==> src/rtl/uart_rx_pkg.sv <==
package uart_rx_pkg;

    typedef enum logic [1:0] {
        PAR_NONE = 2'b00,
        PAR_ZERO = 2'b01,
        PAR_EVEN = 2'b10,
        PAR_ODD  = 2'b11
    } par_mode_e;

    typedef enum logic [2:0] {
        ST_IDLE,
        ST_START,
        ST_DATA,
        ST_PAR,
        ST_STOP,
        ST_HOLD
    } rx_state_e;

endpackage

==> src/rtl/uart_rx_frame.sv <==
module uart_rx_frame
    import uart_rx_pkg::*;
#(
    parameter int OS = 16,
    parameter int DW = 8
) (
    input  logic          clk,
    input  logic          rst_n,
    input  logic          tick,
    input  logic          rxd,
    input  logic          len8,
    input  logic [1:0]    par_sel,
    input  logic          stop2,
    output logic          frm_done,
    output logic [DW-1:0] frm_data,
    output logic          frm_perr,
    output logic          frm_ferr
);
    localparam int HALF = OS / 2;
    localparam int HOLD = OS + OS / 2;
    localparam int CW   = $clog2(HOLD + 1);
    localparam int IW   = $clog2(DW);

    typedef struct packed {
        rx_state_e     state;
        logic [CW-1:0] cnt;
        logic [IW-1:0] idx;
        logic [DW-1:0] data;
        logic          par_bit;
        logic          done;
        logic          perr;
        logic          ferr;
    } frm_t;

    frm_t q, d;
    par_mode_e pmode;
    logic      par_on;
    logic [IW-1:0] last_idx;

    function automatic logic exp_parity(par_mode_e m, logic [DW-1:0] v);
        case (m)
            PAR_EVEN: return ^v;
            PAR_ODD:  return ~(^v);
            default:  return 1'b0;
        endcase
    endfunction

    always_comb begin
        pmode    = par_mode_e'(par_sel);
        par_on   = (pmode != PAR_NONE);
        last_idx = len8 ? IW'(DW - 1) : IW'(DW - 2);
        d        = q;
        d.done   = 1'b0;
        case (q.state)
            ST_IDLE: begin
                if (tick && !rxd) begin
                    d.state = ST_START;
                    d.cnt   = '0;
                end
            end
            ST_START: begin
                if (tick) begin
                    if (q.cnt == CW'(HALF - 1)) begin
                        d.cnt = '0;
                        if (!rxd) begin
                            d.state = ST_DATA;
                            d.idx   = '0;
                            d.data  = '0;
                        end else begin
                            d.state = ST_IDLE;
                        end
                    end else begin
                        d.cnt = q.cnt + 1'b1;
                    end
                end
            end
            ST_DATA: begin
                if (tick) begin
                    if (q.cnt == CW'(OS - 1)) begin
                        d.cnt          = '0;
                        d.data[q.idx]  = rxd;
                        if (q.idx == last_idx) begin
                            d.state = par_on ? ST_PAR : ST_STOP;
                        end else begin
                            d.idx = q.idx + 1'b1;
                        end
                    end else begin
                        d.cnt = q.cnt + 1'b1;
                    end
                end
            end
            ST_PAR: begin
                if (tick) begin
                    if (q.cnt == CW'(OS - 1)) begin
                        d.cnt     = '0;
                        d.par_bit = rxd;
                        d.state   = ST_STOP;
                    end else begin
                        d.cnt = q.cnt + 1'b1;
                    end
                end
            end
            ST_STOP: begin
                if (tick) begin
                    if (q.cnt == CW'(OS - 1)) begin
                        d.cnt   = '0;
                        d.done  = 1'b1;
                        d.ferr  = !rxd;
                        d.perr  = par_on && (q.par_bit != exp_parity(pmode, q.data));
                        d.state = stop2 ? ST_HOLD : ST_IDLE;
                    end else begin
                        d.cnt = q.cnt + 1'b1;
                    end
                end
            end
            ST_HOLD: begin
                if (tick) begin
                    if (q.cnt == CW'(HOLD - 1)) begin
                        d.cnt   = '0;
                        d.state = ST_IDLE;
                    end else begin
                        d.cnt = q.cnt + 1'b1;
                    end
                end
            end
            default: d.state = ST_IDLE;
        endcase
    end

    always_ff @(posedge clk or negedge rst_n) begin
        if (!rst_n) begin
            q <= '{state: ST_IDLE, default: '0};
        end else begin
            q <= d;
        end
    end

    assign frm_done = q.done;
    assign frm_data = q.data;
    assign frm_perr = q.perr;
    assign frm_ferr = q.ferr;

    AST_DONE_SINGLE: assert property (@(posedge clk) disable iff (!rst_n)
        frm_done |=> !frm_done);

    AST_PE_NONE: assert property (@(posedge clk) disable iff (!rst_n)
        (frm_done && par_sel == 2'b00 && $stable(par_sel)) |-> !frm_perr);

    AST_GLITCH_DROP: assert property (@(posedge clk) disable iff (!rst_n)
        (q.state == ST_START && tick && q.cnt == CW'(HALF - 1) && rxd)
        |=> (q.state == ST_IDLE && !frm_done));

    AST_HOLD_QUIET: assert property (@(posedge clk) disable iff (!rst_n)
        (q.state == ST_HOLD) |=> !frm_done);

endmodule

==> src/rtl/uart_rx_bufstat.sv <==
module uart_rx_bufstat #(
    parameter int DW = 8
) (
    input  logic          clk,
    input  logic          rst_n,
    input  logic          frm_done,
    input  logic [DW-1:0] frm_data,
    input  logic          frm_perr,
    input  logic          frm_ferr,
    input  logic          rd_stb,
    output logic [DW-1:0] buf_data,
    output logic          buf_done,
    output logic [2:0]    stat_flags
);
    typedef struct packed {
        logic [DW-1:0] data;
        logic          full;
        logic          done;
        logic          pe;
        logic          fe;
        logic          ove;
    } bs_t;

    bs_t q, d;

    always_comb begin
        d      = q;
        d.done = frm_done;
        if (rd_stb) begin
            d.full = 1'b0;
        end
        if (frm_done) begin
            d.data = frm_data;
            d.full = 1'b1;
            d.pe   = frm_perr;
            d.fe   = frm_ferr;
            d.ove  = q.full && !rd_stb;
        end
    end

    always_ff @(posedge clk or negedge rst_n) begin
        if (!rst_n) begin
            q <= '0;
        end else begin
            q <= d;
        end
    end

    assign buf_data   = q.data;
    assign buf_done   = q.done;
    assign stat_flags = {q.pe, q.fe, q.ove};

    AST_FLAGS_ONLY_ON_CHAR: assert property (@(posedge clk) disable iff (!rst_n)
        !frm_done |=> $stable(stat_flags));

    AST_OVERRUN_SET: assert property (@(posedge clk) disable iff (!rst_n)
        (frm_done && q.full && !rd_stb) |=> stat_flags[0]);

    AST_FULL_AFTER_CHAR: assert property (@(posedge clk) disable iff (!rst_n)
        frm_done |=> q.full);

    AST_READ_EMPTIES: assert property (@(posedge clk) disable iff (!rst_n)
        (rd_stb && !frm_done) |=> !q.full);

endmodule

==> src/rtl/uart_rx_stat.sv <==
module uart_rx_stat #(
    parameter int OS = 16,
    parameter int DW = 8
) (
    input  logic          clk,
    input  logic          rst_n,
    input  logic          os_tick,
    input  logic          rxd,
    input  logic          cfg_len8,
    input  logic [1:0]    cfg_par,
    input  logic          cfg_stop2,
    input  logic          rd_stb,
    output logic [DW-1:0] rx_data,
    output logic          rx_done,
    output logic [7:0]    rx_status
);
    logic          f_done;
    logic [DW-1:0] f_data;
    logic          f_perr;
    logic          f_ferr;
    logic [2:0]    flags;

    uart_rx_frame #(.OS(OS), .DW(DW)) u_frame (
        .clk      (clk),
        .rst_n    (rst_n),
        .tick     (os_tick),
        .rxd      (rxd),
        .len8     (cfg_len8),
        .par_sel  (cfg_par),
        .stop2    (cfg_stop2),
        .frm_done (f_done),
        .frm_data (f_data),
        .frm_perr (f_perr),
        .frm_ferr (f_ferr)
    );

    uart_rx_bufstat #(.DW(DW)) u_bufstat (
        .clk        (clk),
        .rst_n      (rst_n),
        .frm_done   (f_done),
        .frm_data   (f_data),
        .frm_perr   (f_perr),
        .frm_ferr   (f_ferr),
        .rd_stb     (rd_stb),
        .buf_data   (rx_data),
        .buf_done   (rx_done),
        .stat_flags (flags)
    );

    assign rx_status = {5'b00000, flags};

    AST_STATUS_UPPER_ZERO: assert property (@(posedge clk) disable iff (!rst_n)
        rx_status[7:3] == 5'b00000);

    AST_DONE_WITH_FLAGS: assert property (@(posedge clk) disable iff (!rst_n)
        (rx_status != $past(rx_status)) |-> rx_done);

endmodule

==> config.mk <==
export PLATFORM = sky130hd
export DESIGN_NAME = uart_rx_stat
export DESIGN_NICKNAME = d
export VERILOG_FILES = /design/src/rtl/uart_rx_pkg.sv /design/src/rtl/uart_rx_frame.sv /design/src/rtl/uart_rx_bufstat.sv /design/src/rtl/uart_rx_stat.sv
export SDC_FILE = /design/constraint.sdc
export NUM_CORES = 1
export LEC_CHECK = 0
export BUFFER_PORTS_ARGS = -buffer_cell sky130_fd_sc_hd__buf_2
export CORE_MARGIN = 1
export CORE_UTILIZATION = 60
export CTS_BUF_LIST = sky130_fd_sc_hd__clkbuf_4
export CTS_CLUSTER_DIAMETER = 200
export DETAILED_ROUTE_END_ITERATION = 12
export PLACE_DENSITY = 0.85
export SLEW_MARGIN = 15
export SYNTH_ARGS = -nofsm -noshare
export SYNTH_HDL_FRONTEND = slang
export SYNTH_SLANG_ARGS = --single-unit
==> constraint.sdc <==
create_clock -name clk -period 2.5 [get_ports clk]
set_input_delay 0.5 -clock clk [delete_from_list [all_inputs] [get_ports clk]]
set_output_delay 0.5 -clock clk [all_outputs]
set_load 0.01 [all_outputs]
Word level (Yosys, flattened, before mapping) --
Cells that the tools add are included.
Cells by class: $add $sub $neg 2, multiply operators 0, divide/modulo/power cells 0, $lt $le $gt $ge 2, equal/unequal tests 26, shift operators 0, multiplexer cells 38, bitwise operators 1, reductions and logical operators 18
Operators with widths (number):
- $mux W19 | 2
- $mux W3 | 12
- $mux W11 | 3
- $mux W8 | 4
- $pmux W5 S6 | 1
- $pmux W11 S2 | 1
- $pmux W3 S6 | 1
- $mux W5 | 3
- $ne A2 B1 Y1 const B | 7
- $ne A2 B2 Y1 const B | 7
- $reduce_and A7 Y1 | 2
- $reduce_and A12 Y1 | 1
- $bwmux W8 | 1
- $reduce_xor A8 Y1 | 1
- $mux W1 | 7
- $eq A3 B2 Y1 const B | 2
- $eq A3 B3 Y1 const B | 2
- $reduce_and A3 Y1 | 2
- $reduce_and A6 Y1 | 1
- $reduce_bool A2 Y1 | 3
- $reduce_bool A6 Y1 | 1
- $add A5 B1 Y5 const B | 1
- $eq A5 B3 Y1 const B | 1
- $eq A5 B4 Y1 const B | 1
- 15 further kinds | 20
Storage, ports and cells: bits in registers 36, latch bits 0, bits in writable memories 0, memory bits (read-only) 0, bits of input ports 9, output and inout bits 17, word-level logic and storage cells 101, memories 0

Depth between registers and ports, before layout --
Gate-level depths: netlist of run 1.
depth in word-level cells 11, depth in mapped cells 9, depth with buffers taken out 8

Hierarchy --
A second synthesis of run 1 with hierarchy kept.
Unflattened totals: cell total of the unflattened synthesis 230, area total of the unflattened synthesis 2209.6 um2
Modules (own cells, without submodules):
- uart_rx_frame | instances 1, cells each 185, area an instance 1579.0 um2, sequential area each 575.6 um2
- uart_rx_bufstat | instances 1, cells each 39, area an instance 589.3 um2, sequential area each 325.3 um2
- uart_rx_stat | instances 1, cells each 6, area an instance 41.3 um2, sequential area each 0.0 um2

Worst setup path after synthesis of run 1 --
Ideal clock, no wire load.
path kind register -> register, start point register u_frame.q[15] (netlist bit), end point register u_frame.q[21] (netlist bit), library setup time 87 ps, arrival 1879 ps, required time 2413 ps, setup slack 534 ps, cell stages (with the launch flop) 9, path buffers 0, period minus slack after synthesis 1966 ps, cell sequence dfrtp_1 > ha_1 > and3_1 > ha_1 > o21ai_0 > a22oi_1 > nor2_1 > or4_1 > o211ai_1
On the way: longest elaborated chain between the ends 3, elaborated cells on any way between the ends 9, those cells by class eq/ne (8); reduce/logical (1)
Ends and longest elaborated chain:
- start: declaration | RTL line uart_rx_frame.sv:35 | frm_t q, d;
- start signal: assignment | RTL line uart_rx_frame.sv:132 | q <= '{state: ST_IDLE, default: '0};
- start signal: assignment | RTL line uart_rx_frame.sv:134 | q <= d;
- $eq A5 B5 Y1, or another cell as far along | RTL line uart_rx_frame.sv:118 | if (q.cnt == CW'(HOLD - 1)) begin
- $ne A2 B1 Y1 (no line)
- $reduce_and A12 Y1 (no line) *
Mark *: on every way between the ends. The rest lies on a longest branch, timed or not. A chain may end at the register's enable or synchronous reset.

Final worst setup path of run 1 --
Same ends and word-level chain as after synthesis.

==> results of run 1 <==
metal layers:
layer,share of wire [%],up-vias
met3,3.8,6
met4,1.3,0
met2,47,49
met1,48,779
met5,0,-
li1,-,776
layout make-up:
cell class	instances	area, sq um	share of cell area [%]
tap	46	57.6	2.62
clock inverter	3	42.5	1.94
timing repair buffer	21	108	4.90
inverter	8	30.0	1.37
sequential	36	901	41.0
clock buffer	5	37.5	1.71
multi-input combinational	157	1020	46.4
synth_stat cells (all sizes together), types with 3 or more instances:
cell | count | area share [%]
dfrtp | 36 | 43
o21ai | 25 | 5.9
buf | 22 | 7.3
nand2 | 17 | 3.0
nor2 | 15 | 2.7
a21oi | 14 | 3.3
mux2 | 11 | 5.9
nand2b | 9 | 2.7
inv | 8 | 1.4
xnor2 | 7 | 2.9
clkbuf | 5 | 0.89
ha | 5 | 3.0
nor2b | 5 | 1.5
a22o | 4 | 1.7
nand3 | 3 | 0.71
nor3 | 3 | 0.71
o31ai | 3 | 1.1
logic make-up (layout without fill, tap and decap cells):
group	count (synthesis)	count (layout)
buffers and inverters	35	37
muxes	12	12
xor gates and xnor gates	10	10
adders and majority gates	5	5
AOI/OAI and AO/OA	59	59
DFF	36	36
other	1	5
and+or+nand+nor	66	66
metrics by stage:
| stage | instance area (sq um) | power (mW) | util [%] |
|---|---|---|---|
| final | 2200 | 1.48 | 65.3 |
| after global routing | 2200 | 1.57 | 65.3 |
| after CTS | 2200 | 1.48 | 65.3 |
| after detailed placement | 2120 | 1.06 | 62.9 |
| after global placement | 2120 | 1.05 | 62.9 |
| after floorplan | 2120 | 0.988 | - |
state kept, by name, indices dropped and copies added, names as in the netlist:
signal,cells
u_bufstat.buf_data,8
u_frame.frm_perr,1
u_frame.frm_done,1
u_bufstat.q,1
u_frame.frm_ferr,1
u_bufstat.buf_done,1
u_frame.frm_data,8
u_bufstat.stat_flags,3
u_frame.q,12
worst paths after layout:
path                                         endpoint      startpoint  slack, ns  cells past startpoint
min in group clk                     u_frame.frm_ferr             rxd       0.43                      2
worst min register to register         u_bufstat.q[4]  u_bufstat.q[4]       0.50                      1
max in group asynchronous       u_bufstat.buf_data[0]           rst_n       1.77                      1
worst max register to register          u_frame.q[21]   u_frame.q[15]       0.30                      8
worst max-delay path                    u_frame.q[21]   u_frame.q[15]       0.30                      8
worst min-delay path                    u_frame.q[15]           rst_n       0.22                      1
report_power, final:
group          internal, mW  leakage [nW]  switching (mW)
logic                 0.146         0.512           0.233
registers             0.615         0.496          0.0662
clock network         0.208        0.0412           0.211
total                 0.969          1.05           0.510
critical path: cells and delay by family, from the launching register on:
kind / cells / cell delay (ns)
and+or+nand+nor: 3 / 0.80
adders and majority gates: 2 / 0.50
AOI/OAI and AO/OA: 3 / 0.40
DFF: 1 / 0.40
==> impl_metrics.json, run 1 <==
{
  "status": "completed",
  "finalWirelength_mm": 3.86,
  "grt_util_met1_pct": 33.1,
  "timing.critical_path.to_type": "flip-flop",
  "drv_cap": 0,
  "postLayoutSetupSlackWorst_ns": 0.298,
  "place_hpwl_mm": 2.72,
  "cts_bufs_inserted": 5,
  "compound_cell_area_share_of_the_yosys_netlist_pct": 17.2,
  "drtAntennaViolNets": 0,
  "clockRootBuffer": "sky130_fd_sc_hd__clkbuf_4",
  "power.leakage_nw": 1.05,
  "initial_core_util_pct": 62.7,
  "layout.cells.most_common_list": "36 x sky130_fd_sc_hd__dfrtp_1, 22 x sky130_fd_sc_hd__o21ai_0, 20 x sky130_fd_sc_hd__buf_2, 17 x sky130_fd_sc_hd__nand2_1, 15 x sky130_fd_sc_hd__nor2_1",
  "hold_viol": 0,
  "fin_crit_sh_pct": 88.1,
  "placement.io_buffers": 20,
  "area_grow_syn2layout_pct": 4.15,
  "grt_util_all_layers_pct": 23.7,
  "most_used_flip_flop_cell_after_synthesis": "sky130_fd_sc_hd__dfrtp_1",
  "xor_xnor_share_of_the_synthesized_area_pct": 4.81,
  "average_instance_area_after_synthesis_sq_um": 9.41,
  "rsz0062_at_grt": "no",
  "layout.cells.most_common": "sky130_fd_sc_hd__dfrtp_1",
  "power-per-cell-area_nw_per_um2": 674,
  "ys_warn_count": 0,
  "grt_start_max_net_pins": 37,
  "met2_usage_pct": 37.4,
  "timing.critical_path.slowest_stage_cell": "sky130_fd_sc_hd__or4_1",
  "routed_via_density": 5.83,
  "grt-busiest-layer": "met2",
  "vdd.ir_drop.worst_mv": 0.414,
  "cts.repair_timing.setup_buffer_count": 0,
  "globalplace.congestion": 0.826,
  "worstHoldPathType": "input port to async pin",
  "ctsResizeCount": 0,
  "criticalPathCategory": "flip-flop to flip-flop",
  "floorplan.io_pins": 26,
  "iter_0_drt_violations": 72,
  "synth_top_family_by_area": "compound AO/OA/AOI/OAI gates",
  "critPathLaunchType": "flip-flop",
  "timing.critical_path.mode_cell": "sky130_fd_sc_hd__ha_1",
  "fillCellCount": 298,
  "layout_min_cycle_time_ns": 2.20,
  "timing.slew.headroom_pct": 46.7,
  "asyncSetResetFlopFracSynth_pct": 100,
  "cell_by_cell_listing_of_the_critical_path": "ha_1, and3_1, ha_1, o21ai_0, a22oi_1, nor2_1, or4_1, o211ai_1",
  "first_global_vias": 1402,
  "synth_seq_area_share_pct": 42.7,
  "muxShareOfSynthArea_pct": 6.35,
  "drc_violations_left": 0,
  "crit_path_max_incr_delay_ns": 0.49,
  "placeable_area_sq_um": 3360,
  "antenna_violations_before_repair": 0,
  "synth-adder-area-share_pct": 2.97,
  "hold_fix_buffers_cts": 0,
  "cts.sink_count": 36,
  "finalMaxSlewViolations": 0,
  "drive_above_1_share_pct": 18.3,
  "floorplan.die.width_microns": 61.3,
  "htree_num_levels": 2,
  "max_clock_freq_mhz": 454,
  "dieArea_sq_um": 3750,
  "die_h_microns": 61.3,
  "max-clock-path-buffers": 2,
  "worst_skew_pair.late_latency_ns": 0.35,
  "fin_worst_skew_ns": 0.0136,
  "required_ns": 2.77,
  "number_of_storage_elements_in_the_synthesis_netlist": 36,
  "hold_ws_ns": 0.221,
  "max_slew.worst_pin.slew_ns": 0.800,
  "n_antenna_cell": 0,
  "nets": 243,
  "synthesis.instances": 224,
  "final-setup-viol-count": 0,
  "timing.critical_path.fanout_max": 7,
  "global_route.overflow_total": 0,
  "critPathArrivalTime_ns": 2.47,
  "number_of_enable_flip_flop_cells_after_synthesis": 0,
  "tns_ns": 0,
  "final_cell_count_no_fill": 276,
  "cts_tree": "yes",
  "dp_cells": 268,
  "synth_simple_gate_area_share_pct": 16.1,
  "vias": 1610,
  "grt_first_pass_wirelength_mm": 6.48,
  "detailedPlace.worstSlack_ns": 0.346,
  "drt_first_pass_iters": 4,
  "yosysUniqueCellTypes": 47,
  "path_clk_slew_ns": 0.12,
  "synth.cell_area_sq_um": 2110,
  "wire_length_per_cell_microns": 14.0,
  "grtUsageMet3_pct": 5.67,
  "total_number_of_placement_rows": 21
}
Note: power is estimated with default switching activity, not from simulation.
==> inputs of run 2 (changes only) <==
- PLACE_DENSITY: 0.85 -> 0.82
- clock period: 2.5 -> 2.15 ns (I/O delays scaled with it)
==> run 2 against run 1 <==
  * Register-to-register slack worse by 0.20 ns
  * Fmax up 7.4%
  * Sequential cell count unchanged
  * Design area about the same
  * Utilization about the same
  * Clock power down 15%
  * Sequential share of layout area about the same
  * Critical path type unchanged
  * Critical endpoint unchanged
==> impl_metrics.json, run 2 (synthesis gave the netlist of run 1 again) <==
{
  "rsz0062_at_grt": "no",
  "design_area_sq_um": 2200,
  "finalMaxSlewViolations": 0,
  "htree_num_levels": 2,
  "hold_fix_buffers_cts": 0,
  "finalWirelength_mm": 3.74,
  "place_hpwl_mm": 2.73,
  "total_number_of_placement_rows": 21,
  "dp_cells": 270,
  "top_register": "u_frame.q",
  "placement.io_buffers": 20,
  "cts_bufs_inserted": 5,
  "largest_register_ff_count": 12,
  "floorplan.io_pins": 26,
  "drtAntennaViolNets": 0,
  "max-clock-path-buffers": 2,
  "layout_min_cycle_time_ns": 2.05,
  "grt_first_pass_wirelength_mm": 6.06,
  "drc_violations_left": 0,
  "grt-busiest-layer": "met1",
  "timing.critical_path.fanout_max": 5,
  "initial_core_util_pct": 62.7,
  "vias": 1582,
  "layout.cells.most_common_list": "36 x sky130_fd_sc_hd__dfrtp_1, 22 x sky130_fd_sc_hd__o21ai_0, 20 x sky130_fd_sc_hd__buf_2, 17 x sky130_fd_sc_hd__nand2_1, 15 x sky130_fd_sc_hd__nor2_1",
  "iter_0_drt_violations": 114,
  "final-setup-viol-count": 0,
  "max_slew.worst_pin.slew_ns": 0.784,
  "tns_ns": 0,
  "layout.cells.most_common": "sky130_fd_sc_hd__dfrtp_1",
  "max_clock_freq_mhz": 488,
  "wire_length_per_cell_microns": 13.4,
  "clockRootBuffer": "sky130_fd_sc_hd__clkbuf_4",
  "cts.sink_count": 36,
  "grt_start_max_net_pins": 37,
  "hold_ws_ns": 0.156,
  "nets": 246,
  "met2_usage_pct": 32.3,
  "reg2reg_setup_slack_ns": 0.10,
  "final_cell_count_no_fill": 279,
  "worstRegToRegCells": 8,
  "status": "completed",
  "drive_above_1_share_pct": 19.7,
  "grtUsageMet3_pct": 4.41,
  "worstHoldPathType": "input port to async pin",
  "floorplan.die.width_microns": 61.3,
  "fin_worst_skew_ns": 0.00866,
  "grt_util_all_layers_pct": 22.3,
  "timing.slew.headroom_pct": 47.7,
  "n_antenna_cell": 0,
  "antenna_violations_before_repair": 0,
  "critPathArrivalTime_ns": 2.32,
  "power.leakage_nw": 1.06,
  "r2r-end": "u_frame.q[21]",
  "worst_skew_pair.late_latency_ns": 0.34,
  "hold_viol": 0,
  "dieArea_sq_um": 3750,
  "postPlaceCellArea_sq_um": 2130,
  "global_route.overflow_total": 0,
  "critical_path.reg2reg.startpoint": "u_frame.q[16]",
  "required_ns": 2.42,
  "path_clk_slew_ns": 0.12,
  "globalplace.congestion": 0.863,
  "placeable_area_sq_um": 3360,
  "drt_first_pass_iters": 4,
  "timing.critical_path.to_type": "flip-flop",
  "criticalPathCategory": "flip-flop to flip-flop",
  "drv_cap": 0,
  "fin_crit_sh_pct": 95.3,
  "vdd.ir_drop.worst_mv": 0.681,
  "die_h_microns": 61.3,
  "grt_util_met1_pct": 32.9,
  "routed_via_density": 5.67,
  "power-per-cell-area_nw_per_um2": 731,
  "critPathLaunchType": "flip-flop",
  "first_global_vias": 1347,
  "cts_tree": "yes",
  "area_grow_syn2layout_pct": 4.21
}
[run 2: cell types whose count changed in the layout (fill, tap and decap cells not counted)]
cell,change
sky130_fd_sc_hd__ha_1,-1
sky130_fd_sc_hd__clkinv_2,+1
sky130_fd_sc_hd__bufinv_16,-1
sky130_fd_sc_hd__buf_4,+3
sky130_fd_sc_hd__clkinvlp_4,-1
sky130_fd_sc_hd__clkinv_4,+1
sky130_fd_sc_hd__ha_2,+1
[run 2: repair_timing]
| item | CTS | global route |
|---|---|---|
| buffers inserted | 0 | 1 |
| gates resized for setup | 0 | 1 |
| endpoints found under the setup margin | 0 | 3 |
[run 2: power by group]
group | switching [mW] | internal [mW] | total (mW)
sequential | 0.0842 | 0.715 | 0.799
combinational | 0.267 | 0.183 | 0.450
clock | 0.232 | 0.125 | 0.357
total | 0.583 | 1.02 | 1.61
[run 2: critical path, stage by stage, from the launching register on]
cell and delay, ns:
sky130_fd_sc_hd__dfrtp_1 0.38, sky130_fd_sc_hd__ha_1 0.20, sky130_fd_sc_hd__and3_1 0.21, sky130_fd_sc_hd__ha_2 0.22
sky130_fd_sc_hd__o21ai_0 0.09, sky130_fd_sc_hd__a22oi_1 0.19, sky130_fd_sc_hd__nor2_1 0.10, sky130_fd_sc_hd__or4_1 0.50
sky130_fd_sc_hd__o211ai_1 0.09
[run 2: worst max-delay path by stage]
stage	slack [ns]	startpoint	end	cells after the start
floorplan	0.18	u_frame.q[15]	u_frame.q[21]	8
global placement	0.15	u_frame.q[15]	u_frame.q[21]	8
detailed placement	0.11	u_frame.q[15]	u_frame.q[21]	8
CTS	0.07	u_frame.q[15]	u_frame.q[21]	8
global route	0.002	u_frame.q[16]	u_frame.q[21]	8
finish	0.10	u_frame.q[16]	u_frame.q[21]	8
[run 2: stage by stage]
step	total power, mW	worst slack (ns)	util, %
2_1_floorplan	1.15	0.184	-
5_1_grt	1.73	0.00156	65.3
3_3_place_gp	1.24	0.153	63.4
4_1_cts	1.60	0.0684	65.0
3_5_place_dp	1.24	0.106	63.4
6_report	1.61	0.100	65.3
[run 2: layout make-up]
cell class	instances	area [sq um]
clock buffer	5	37.5
inverter	8	30.0
multi-input combinational	157	1020
tap	46	57.6
sequential	36	901
timing repair buffer	24	130
clock inverter	3	18.8
fill	272	1170
[run 2: routing by layer]
metal / vias up / part of all wire (%)
met5: - / 0
met4: 0 / 1.2
met3: 6 / 4.7
met2: 49 / 45
met1: 748 / 49
li1: 779 / -
